<file path="src/rtl/uart_irq_pkg.sv">
package uart_irq_pkg;

    localparam int NSRC = 5;

    // source index order is the priority order, 0 highest
    localparam int SRC_LSTAT   = 0;
    localparam int SRC_TIMEOUT = 1;
    localparam int SRC_RXDATA  = 2;
    localparam int SRC_THRE    = 3;
    localparam int SRC_MODEM   = 4;

    localparam logic [3:0] ID_NONE = 4'h1;

    typedef struct packed {
        logic [3:0] ier;
        logic       thr_pend;
        logic       irq;
    } irq_state_t;

    function automatic logic [3:0] id_of(input int idx);
        case (idx)
            SRC_LSTAT:   id_of = 4'h6;
            SRC_TIMEOUT: id_of = 4'hC;
            SRC_RXDATA:  id_of = 4'h4;
            SRC_THRE:    id_of = 4'h2;
            default:     id_of = 4'h0;
        endcase
    endfunction

endpackage

</file>
<file path="src/rtl/uart_irq_src.sv">
module uart_irq_src
    import uart_irq_pkg::*;
#(
    parameter int CNT_W = 5
) (
    input  logic [3:0]       ier,
    input  logic [3:0]       lsr_err,
    input  logic             data_ready,
    input  logic             fifo_en,
    input  logic [CNT_W-1:0] rx_count,
    input  logic [CNT_W-1:0] trig_level,
    input  logic             timeout_pend,
    input  logic             thr_pend,
    input  logic [3:0]       msr_delta,
    output logic [NSRC-1:0]  req
);

    logic rx_level_met;

    always_comb begin
        rx_level_met     = !fifo_en || (rx_count >= trig_level);
        req              = '0;
        req[SRC_LSTAT]   = ier[2] && (|lsr_err);
        req[SRC_TIMEOUT] = ier[0] && timeout_pend;
        req[SRC_RXDATA]  = ier[0] && data_ready && rx_level_met;
        req[SRC_THRE]    = ier[1] && thr_pend;
        req[SRC_MODEM]   = ier[3] && (|msr_delta);
    end

endmodule

</file>
<file path="src/rtl/uart_irq_prio.sv">
module uart_irq_prio
    import uart_irq_pkg::*;
#(
    parameter int N = NSRC
) (
    input  logic [N-1:0] req,
    output logic [3:0]   code
);

    logic [N:0]   above;
    logic [N-1:0] grant;

    assign above[0] = 1'b0;

    generate
        for (genvar i = 0; i < N; i++) begin : g_chain
            assign grant[i]   = req[i] && !above[i];
            assign above[i+1] = above[i] || req[i];
        end
    endgenerate

    always_comb begin
        code = above[N] ? 4'h0 : ID_NONE;
        for (int i = 0; i < N; i++) begin
            if (grant[i]) code = code | id_of(i);
        end
    end

endmodule

</file>
<file path="src/rtl/uart_irq_ident.sv">
module uart_irq_ident
    import uart_irq_pkg::*;
#(
    parameter int         CNT_W    = 5,
    parameter logic [2:0] ADDR_IER = 3'd1,
    parameter logic [2:0] ADDR_IIR = 3'd2
) (
    input  logic             clk,
    input  logic             rst_n,
    input  logic [2:0]       reg_addr,
    input  logic             wr_en,
    input  logic             rd_en,
    input  logic [7:0]       wr_data,
    output logic [7:0]       rd_data,
    input  logic [3:0]       lsr_err,
    input  logic             data_ready,
    input  logic             fifo_en,
    input  logic [CNT_W-1:0] rx_count,
    input  logic [CNT_W-1:0] trig_level,
    input  logic             timeout_pend,
    input  logic             thr_empty,
    input  logic             thr_empty_evt,
    input  logic [3:0]       msr_delta,
    output logic             irq
);

    irq_state_t      st_d, st_q;
    logic [NSRC-1:0] req;
    logic [3:0]      iir_code;
    logic            ier_wr, iir_rd;

    uart_irq_src #(.CNT_W(CNT_W)) u_src (
        .ier          (st_q.ier),
        .lsr_err      (lsr_err),
        .data_ready   (data_ready),
        .fifo_en      (fifo_en),
        .rx_count     (rx_count),
        .trig_level   (trig_level),
        .timeout_pend (timeout_pend),
        .thr_pend     (st_q.thr_pend),
        .msr_delta    (msr_delta),
        .req          (req)
    );

    uart_irq_prio #(.N(NSRC)) u_prio (
        .req  (req),
        .code (iir_code)
    );

    always_comb begin
        ier_wr = wr_en && (reg_addr == ADDR_IER);
        iir_rd = rd_en && (reg_addr == ADDR_IIR);

        st_d = st_q;
        if (ier_wr) st_d.ier = wr_data[3:0];
        if (iir_rd) st_d.thr_pend = 1'b0;
        if (thr_empty_evt || (ier_wr && thr_empty)) st_d.thr_pend = 1'b1;
        st_d.irq = (iir_code != ID_NONE);

        if (reg_addr == ADDR_IER)
            rd_data = {4'b0000, st_q.ier};
        else if (reg_addr == ADDR_IIR)
            rd_data = {{2{fifo_en}}, 2'b00, iir_code};
        else
            rd_data = 8'h00;
    end

    always_ff @(posedge clk) begin
        if (!rst_n) st_q <= '0;
        else        st_q <= st_d;
    end

    assign irq = st_q.irq;

endmodule

</file>
<file path="config.mk">
export PLATFORM = sky130hd
export DESIGN_NAME = uart_irq_ident
export DESIGN_NICKNAME = d
export VERILOG_FILES = /design/src/rtl/uart_irq_pkg.sv /design/src/rtl/uart_irq_src.sv /design/src/rtl/uart_irq_prio.sv /design/src/rtl/uart_irq_ident.sv
export SDC_FILE = /design/constraint.sdc
export NUM_CORES = 1
export LEC_CHECK = 0
export BUFFER_PORTS_ARGS = -buffer_cell sky130_fd_sc_hd__buf_2
export CAP_MARGIN = 40
export CORE_MARGIN = 3
export CORE_UTILIZATION = 33
export CTS_CLUSTER_SIZE = 10
export DETAILED_ROUTE_END_ITERATION = 8
export PLACE_DENSITY = 0.74
export REMOVE_ABC_BUFFERS = 1
export SYNTH_ARGS = -nofsm -noshare
export SYNTH_HDL_FRONTEND = slang
export SYNTH_SLANG_ARGS = --single-unit
export TNS_END_PERCENT = 1
</file>
<file path="constraint.sdc">
create_clock -name clk -period 1.1 [get_ports clk]
set_input_delay 0.055 -clock clk [delete_from_list [all_inputs] [get_ports clk]]
set_output_delay 0.055 -clock clk [all_outputs]
set_load 0.01 [all_outputs]
</file>
Yosys cells after proc, flatten, opt, wreduce, memory -nomap -nowiden
Cells that the tools add are included.
- logic and storage cells: 54
- flip-flop bits (word level): 6
- bits of input ports: 38
- output and inout port bits: 9
- $lt $le $gt $ge: 1
- bitwise operators: 5
- reduce and logical (&&, ||, !) cells: 27
- muxes and demuxes: 15
- eq/ne operators: 3
- operators by type and width (operator ; count):
    4-bit 2-to-1 mux ; 10
    4-bit bitwise OR ; 5
    8-bit 2-to-1 mux ; 2
    1-bit logical AND ; 13
    4-bit OR reduction ; 2
    1-bit logical OR ; 6
    5-bit >= comparator ; 1
    1-bit logical NOT ; 5
    4-bit by 1-bit inequality test with 1-bit output, second input constant ; 1
    3-bit by 1-bit == test with 1-bit output, second input constant ; 1
    3-bit by 2-bit == test with 1-bit output, second input constant ; 1
    1-bit 2-to-1 mux ; 3
    2-bit nonzero test ; 1

Depth between registers and ports, before layout
Gate-level depths: netlist of run 1.
- depth in word-level cells: 19
- gate-level depth with buffers: 6
- mapped depth without buffers: 6

Cells and area by module
Synthesis of run 1 repeated with hierarchy kept, for this count alone.
- cells, all modules: 63
- area, all modules: 553.0 sq um
- modules (own cells, without submodules) (module ; cells an instance ; seq. area each (sq um) ; area an instance (sq um) ; times used):
    uart_irq_ident ; 36 ; 120.1 ; 350.3 ; 1
    uart_irq_src ; 22 ; 0.0 ; 163.9 ; 1
    uart_irq_prio ; 5 ; 0.0 ; 38.8 ; 1

Least setup slack after synthesis of run 1
Ideal clock, no wire load.
- kind: input-to-output
- from: input trig_level[4]
- to: output rd_data[1]
- required time: 1.045 ns
- slack: -0.060 ns
- arrival time: 1.105 ns
- cell stages on the path: 6
- buffers on the path: 0
- path through: inv_1 ha_1 a211oi_1 a21oi_1 a21oi_1 o2bb2ai_1
- longest elaborated chain between the ends: 11
- elaborated cells between the ends (all ways): 17
- classes of those cells: order compare: 1; mux: 5; bitwise: 2; reduce/logical: 9
- RTL lines (element ; RTL line ; RTL):
    start: declaration ; uart_irq_ident.sv:19 ; input logic [CNT_W-1:0] trig_level,
    5-bit >= comparator * ; uart_irq_src.sv:21 ; rx_level_met = !fifo_en || (rx_count >= trig_level);
    1-bit logical OR * ; uart_irq_src.sv:21 ;
    1-bit logical AND * ; uart_irq_src.sv:25 ; req[SRC_RXDATA] = ier[0] && data_ready && rx_level_met;
    1-bit logical AND / 1-bit logical OR (equally long branches) ; uart_irq_prio.sv:17, uart_irq_prio.sv:18 ;
    4-bit 2-to-1 mux / 1-bit logical NOT (equally long branches) ; uart_irq_prio.sv:25, uart_irq_prio.sv:17 ;
    4-bit bitwise OR / 1-bit logical AND (equally long branches) ; uart_irq_prio.sv:25, uart_irq_prio.sv:17 ;
    4-bit 2-to-1 mux ; uart_irq_prio.sv:25 ; if (grant[i]) code = code | id_of(i);
    4-bit bitwise OR ; uart_irq_prio.sv:25 ;
    4-bit 2-to-1 mux * ; uart_irq_prio.sv:25 ;
    8-bit 2-to-1 mux * ; uart_irq_ident.sv:62 ; else if (reg_addr == ADDR_IIR)
    8-bit 2-to-1 mux * ; uart_irq_ident.sv:60 ; if (reg_addr == ADDR_IER)
    end: declaration ; uart_irq_ident.sv:14 ; output logic [7:0] rd_data,
Every way passes the cells marked *; elsewhere a longest branch is shown, timed or not.

Final worst setup path of run 1
- from: register st_q[2] in the netlist's numbering
- to: output rd_data[2]
- longest elaborated chain between the ends: 11
- elaborated cells between the ends (all ways): 22
- classes of those cells: mux: 6; bitwise: 3; reduce/logical: 13
- RTL lines (element ; RTL line ; RTL):
    start: declaration ; uart_irq_ident.sv:27 ; irq_state_t st_d, st_q;
    start signal: assignment ; uart_irq_ident.sv:70 ; else st_q <= st_d;
    1-bit logical AND ; uart_irq_src.sv:24 ; req[SRC_TIMEOUT] = ier[0] && timeout_pend;
    1-bit logical AND / 1-bit logical OR (equally long branches) ; uart_irq_prio.sv:17, uart_irq_prio.sv:18 ;
    4-bit 2-to-1 mux / 1-bit logical NOT (equally long branches) ; uart_irq_prio.sv:25, uart_irq_prio.sv:17 ;
    4-bit bitwise OR / 1-bit logical AND (equally long branches) ; uart_irq_prio.sv:25, uart_irq_prio.sv:17 ;
    4-bit 2-to-1 mux ; uart_irq_prio.sv:25 ;
    4-bit bitwise OR ; uart_irq_prio.sv:25 ;
    4-bit 2-to-1 mux ; uart_irq_prio.sv:25 ;
    4-bit bitwise OR ; uart_irq_prio.sv:25 ;
    4-bit 2-to-1 mux * ; uart_irq_prio.sv:25 ;
    8-bit 2-to-1 mux * ; uart_irq_ident.sv:62 ;
    8-bit 2-to-1 mux * ; uart_irq_ident.sv:60 ;
Marks and branches as above.

==> metrics.txt, run 1 <==
maximum VDD drop ~0.00046 V; Synth top area share 0.222; Post-Route Utilization 0.602; antenna violations before repair 0; IO Pins between 40 and 50; number of port buffers 40; Total Power between 0.6 and 0.7 mW; crit path launch type flop; clk_lat worst skew ~0.25 ns; reg2reg path depth 3; minimum clock period 1.34 ns; worst setup path start st_q[2]; crit path kind flop to output pin; RSZ-0062 raised after global routing true; num rows 13; clock sinks 6; die area approximately 2200 um^2; Ys Warns 0; Sequential Area roughly 120 um^2; failing checks setup timing; routed via count approximately 650; fin crit share 1.22; multi-input logic area between 400 and 500 um^2; Final Hold Violating Endpoints 0; wire per inst ~13 um; Max stage delay cell, worst path dfxtp_2; post-cts hold buffer count 0; Netlist Area Pre-Place approximately 540 um^2; syn_area_per_cell about 8.3 um^2; WL final about 1600 um; R2R Path Start st_q[2]; CTS max path bufs 2; die height roughly 46 um; layout net count 157; Pwr Density approximately 730 nW/um^2; DP HPWL 1370 um; Post-route DRC 0; crit path max fanout 4; First DRT Iteration DRCs 13; FF+latch count, synth 6; crit-path cells and4_1 -> a21oi_2 -> a311oi_2 -> buf_2; Final Wtd Congestion about 0.83; iteration count of the initial detailed-routing pass 4; H-tree depth 1; post-synth cell types 29; number of global-route vias before repair 651; FMAX around 0.74 GHz; Core Box Area 1420 um^2; initial core utilization 0.382; max incr delay on CP approximately 0.33 ns; leakage power about 0.42 nW; largest net degree at the start of global routing 7; grt ovf 0; post-synthesis sequential area ratio 0.222; DR vias/cell slightly above 5; diode count 0; status complete, but fails checks; most frequent cells in the layout buf_2, buf_4, inv_1, nor2_1, nand2_1; Root Buffer clkbuf_4; worst hold path class primary input to flop; global-route wire length before repair around 2600 um; leading area contributor after synthesis dfxtp_1; die width 46.5 um; filler cell count 124; share of cells above drive strength 1 0.571; Final Max Slew Viols 0; CP endpoint kind output pin; Mapped Cells 65; worst reg-to-reg setup slack around 0.14 ns; max_cap viols 0; crit path DAT around 1.3 ns; critical path required time 1.04 ns; register clock-pin slew on the reported worst setup and hold paths about 0.05 ns; r2r endpoint irq; gr usage total 0.169; setup violators final 4; CP endpoint rd_data[2]; commonest non-fill, non-tap cell in the layout buf_2; DRT antenna net count 0; Synth area leaders dfxtp_1, ha_1, mux2i_1; Worst Skew 0.00261 ns; CTS Buf Count 3; worst setup margin -0.244 ns; CTS tree yes; Area Overhead vs Synth 57.6%
## state kept, by name, summed over array words and instances (netlist names)
register and flops:
st_q 5, irq 1
## kinds of logic (layout without fill, tap and decap cells)
logic type      Yosys count  count (layout)  synth area share
compound gates           16              16             0.250
fa+ha+maj                 5               5             0.116
buf+inv                  10              56            0.0926
flops                     6               6             0.222
mux                       4               4            0.0741
other cells               1               2           0.00694
simple gates             23              23             0.238
## report_power, final
part	total, mW	leakage (nW)	switching, mW	internal (mW)
Clock	0.209	0.0138	0.0854	0.124
Combinational	0.183	0.359	0.0857	0.0973
Sequential	0.231	0.0498	0.00582	0.226
## synthesized netlist by cell type (all sizes together)
library cell / number
inv: 6
o2bb2ai: 2
nand4: 1
or4: 1
a31oi: 1
nor3b: 1
and3: 1
o21ai: 2
nand3: 1
nor2b: 4
and4: 1
ha: 5
nand2: 5
mux2i: 4
and3b: 1
and2: 1
conb: 1
a211oi: 1
a221oi: 1
a22oi: 1
a21oi: 6
o41ai: 1
dfxtp: 6
a311oi: 1
nor2: 6
buf: 4
## per-layer routing
layer  GRT usage  part of all wire
met5           0                 0
met4      0.0511            0.0088
met3      0.0352             0.088
met2       0.321              0.49
met1       0.180              0.41
## critical path, delay by kind of cell, from the launching register on
family	cells	cell delay (ns)
AND/OR/NAND/NOR	1	0.18
buffers and inverters	1	0.17
AO/OA/AOI/OAI	2	0.36
flip-flops	1	0.33
## timing repair
action	in CTS	in global routing
pin swaps	6	2
endpoints found under the setup margin	4	4
gates resized for setup	8	3
buffers inserted	1	0
## how the worst min path moves through the flow
stage                             start          to  cells after the start
after floorplan             reg_addr[2]  rd_data[3]                      1
after global placement    thr_empty_evt     st_q[1]                      3
after detailed placement  thr_empty_evt     st_q[1]                      3
after CTS                 thr_empty_evt     st_q[1]                      3
after global routing      thr_empty_evt     st_q[1]                      3
final                     thr_empty_evt     st_q[1]                      3
## area by class of cell
| class | instances | share of cell area |
|---|---|---|
| Multi-Input combinational cell | 50 | 0.485 |
| Clock buffer | 3 | 0.0264 |
| Sequential cell | 6 | 0.144 |
| Timing Repair Buffer | 47 | 0.297 |
| Inverter | 6 | 0.0264 |
| Tap cell | 15 | 0.0220 |
## metrics by stage
stage	hold slack, ns	instances	instance area [um^2]	worst slack (ns)	TNS (ns)
5_1_grt	0.0395	127	852	-0.327	-1.15
3_5_place_dp	0.277	124	788	-0.344	-1.15
2_1_floorplan	0.154	62	517	-0.0600	-0.182
4_1_cts	0.0181	127	841	-0.217	-0.757
3_3_place_gp	0.270	124	788	-0.325	-0.886
6_report	0.0203	127	852	-0.244	-0.794
Note: power is estimated with default switching activity, not from simulation.
==> inputs of run 2 (changes only) <==
--- a/config.mk
+++ b/config.mk
@@ -6,12 +6,11 @@
 export NUM_CORES = 1
 export LEC_CHECK = 0
 export BUFFER_PORTS_ARGS = -buffer_cell sky130_fd_sc_hd__buf_2
-export CAP_MARGIN = 40
+export CAP_MARGIN = 20
 export CORE_MARGIN = 3
-export CORE_UTILIZATION = 33
+export CORE_UTILIZATION = 24
 export CTS_CLUSTER_SIZE = 10
 export DETAILED_ROUTE_END_ITERATION = 8
-export PLACE_DENSITY = 0.74
 export REMOVE_ABC_BUFFERS = 1
 export SYNTH_ARGS = -nofsm -noshare
 export SYNTH_HDL_FRONTEND = slang
==> run 2 against run 1 <==
Effect of this change: the run still ends with setup timing left; critical endpoint is now rd_data[0]; highest routed layer is now met3; critical path type is now primary input to output pin; combinational power down 5%; die area up 32%; sequential power about the same; fmax up 2.5%; hold slack better by 0.029 ns; setup slack better by 0.033 ns; final area down 0.88%; global-route usage down 5.4 points; sequential share of layout area up 0.13 points; critical path depth up 2; sequential cell count unchanged.
==> metrics.txt, run 2 (synthesis results as in run 1) <==
status complete, but fails checks; failing checks setup timing; CTS tree yes; RSZ-0062 raised after global routing true; leakage power just over 0.4 nW; Setup TNS -0.655 ns; routed via count 620; Core Box Area 2040 um^2; DP HPWL 1280 um; CTS max path bufs 2; layout net count about 160; CTS Buf Count 3; max_cap viols 0; Top reg by flops st_q; die height between 50 and 60 um; Placed Cells around 130; Worst Skew slightly below 0.003 ns; Root Buffer clkbuf_4; minimum clock period between 1 and 1.5 ns; reg2reg path depth 4; gr usage total 0.114; number of global-route vias before repair approximately 580; clock sinks 6; most frequent cells in the layout buf_2, nor2_1, inv_1, nand2_1, buf_4; Final Hold Violating Endpoints 0; clk_lat worst skew about 0.24 ns; R2R Path Start st_q[2]; iteration count of the initial detailed-routing pass 4; Final Max Slew Viols 0; largest net degree at the start of global routing 7; HP Start thr_empty_evt; IO Pins between 40 and 50; worst reg-to-reg setup slack 0.03 ns; Total Power ~0.60 mW; antenna violations before repair 0; initial core utilization 0.265; worst setup path start msr_delta[1]; maximum VDD drop ~0.00038 V; share of cells above drive strength 1 0.555; worst hold path class primary input to flop; GRT met2 Usage 0.200; crit path kind primary input to output pin; r2r endpoint irq; Area Overhead vs Synth 56.3%; Final Cell Area roughly 840 um^2; busiest metal layer after global routing met2; crit path DAT ~1.3 ns; number of port buffers 40; global-route wire length before repair 2330 um; grt ovf 0; Post-route DRC 0; met3 Use GR 0.0535; grt met1 use 0.118; DR vias/cell between 4 and 5; die width ~53 um; First DRT Iteration DRCs 14; num rows 16; wire per inst around 11 um; filler cell count 215; FMAX 0.763 GHz; WHS Path Cells 3; Layout Cells excl Fill approximately 140; fin crit share 1.19; CP endpoint kind output pin; crit path launch type primary input; setup violators final 4; crit path max fanout 2; H-tree depth 1; DRT antenna net count 0; register clock-pin slew on the reported worst setup and hold paths roughly 0.040 ns; post-cts hold buffer count 0; commonest non-fill, non-tap cell in the layout buf_2; WL final between 1000 and 1500 um; Hold Path Sink st_q[1]; Placement Cell Area just under 800 um^2; Pwr Density just over 700 nW/um^2; critical path required time around 1.0 ns; max reg flops 5; diode count 0; die area approximately 2900 um^2; worst setup margin -0.211 ns; Final Wtd Congestion 0.735
run 2: area by class of cell:
cell class,count,area [um^2],area share
repair buffers,45,238,0.281
inverters,6,22.5,0.0267
flip-flops and latches,6,123,0.145
multi-input cells,50,405,0.480
clock buffers,3,22.5,0.0267
well taps,27,33.8,0.0400
run 2: where the power goes:
group	leakage (nW)	internal (mW)	switching, mW
clock network	0.0138	0.123	0.0732
logic	0.348	0.0932	0.0794
registers	0.0498	0.226	0.00600
total	0.411	0.442	0.159
run 2: worst max-delay path by stage:
stage,slack (ns),cells after the start,end
after floorplan,-0.06,6,rd_data[1]
after global placement,-0.30,8,rd_data[2]
after detailed placement,-0.30,9,rd_data[2]
after CTS,-0.23,5,rd_data[2]
after global routing,-0.31,5,rd_data[2]
final,-0.21,6,rd_data[0]
run 2: worst max-delay path, cell delays in order:
cell,delay [ns]
buf_2,0.09
or4_4,0.53
a22oi_2,0.15
and3_1,0.19
o2bb2ai_2,0.10
buf_2,0.14
run 2: repair_timing:
item | 4_1_cts | 5_1_grt
buffers inserted | 1 | 0
hold endpoints to repair | 0 | 0
resized for setup | 7 | 3
pin swaps | 4 | 1
cloned | 0 | 0
setup endpoints to repair | 4 | 5
run 2: metrics by stage:
stage / utilization / worst slack [ns] / hold WS, ns
after floorplan: - / -0.0600 / 0.154
after global placement: 0.386 / -0.304 / 0.281
after detailed placement: 0.386 / -0.301 / 0.299
after CTS: 0.412 / -0.226 / 0.0472
after global routing: 0.414 / -0.315 / 0.0580
final: 0.414 / -0.211 / 0.0493
run 2: routing by layer:
layer	wire length, um	part of all wire
met1	615	0.42
met2	707	0.49
met3	126	0.087
met4	0	0
met5	0	0
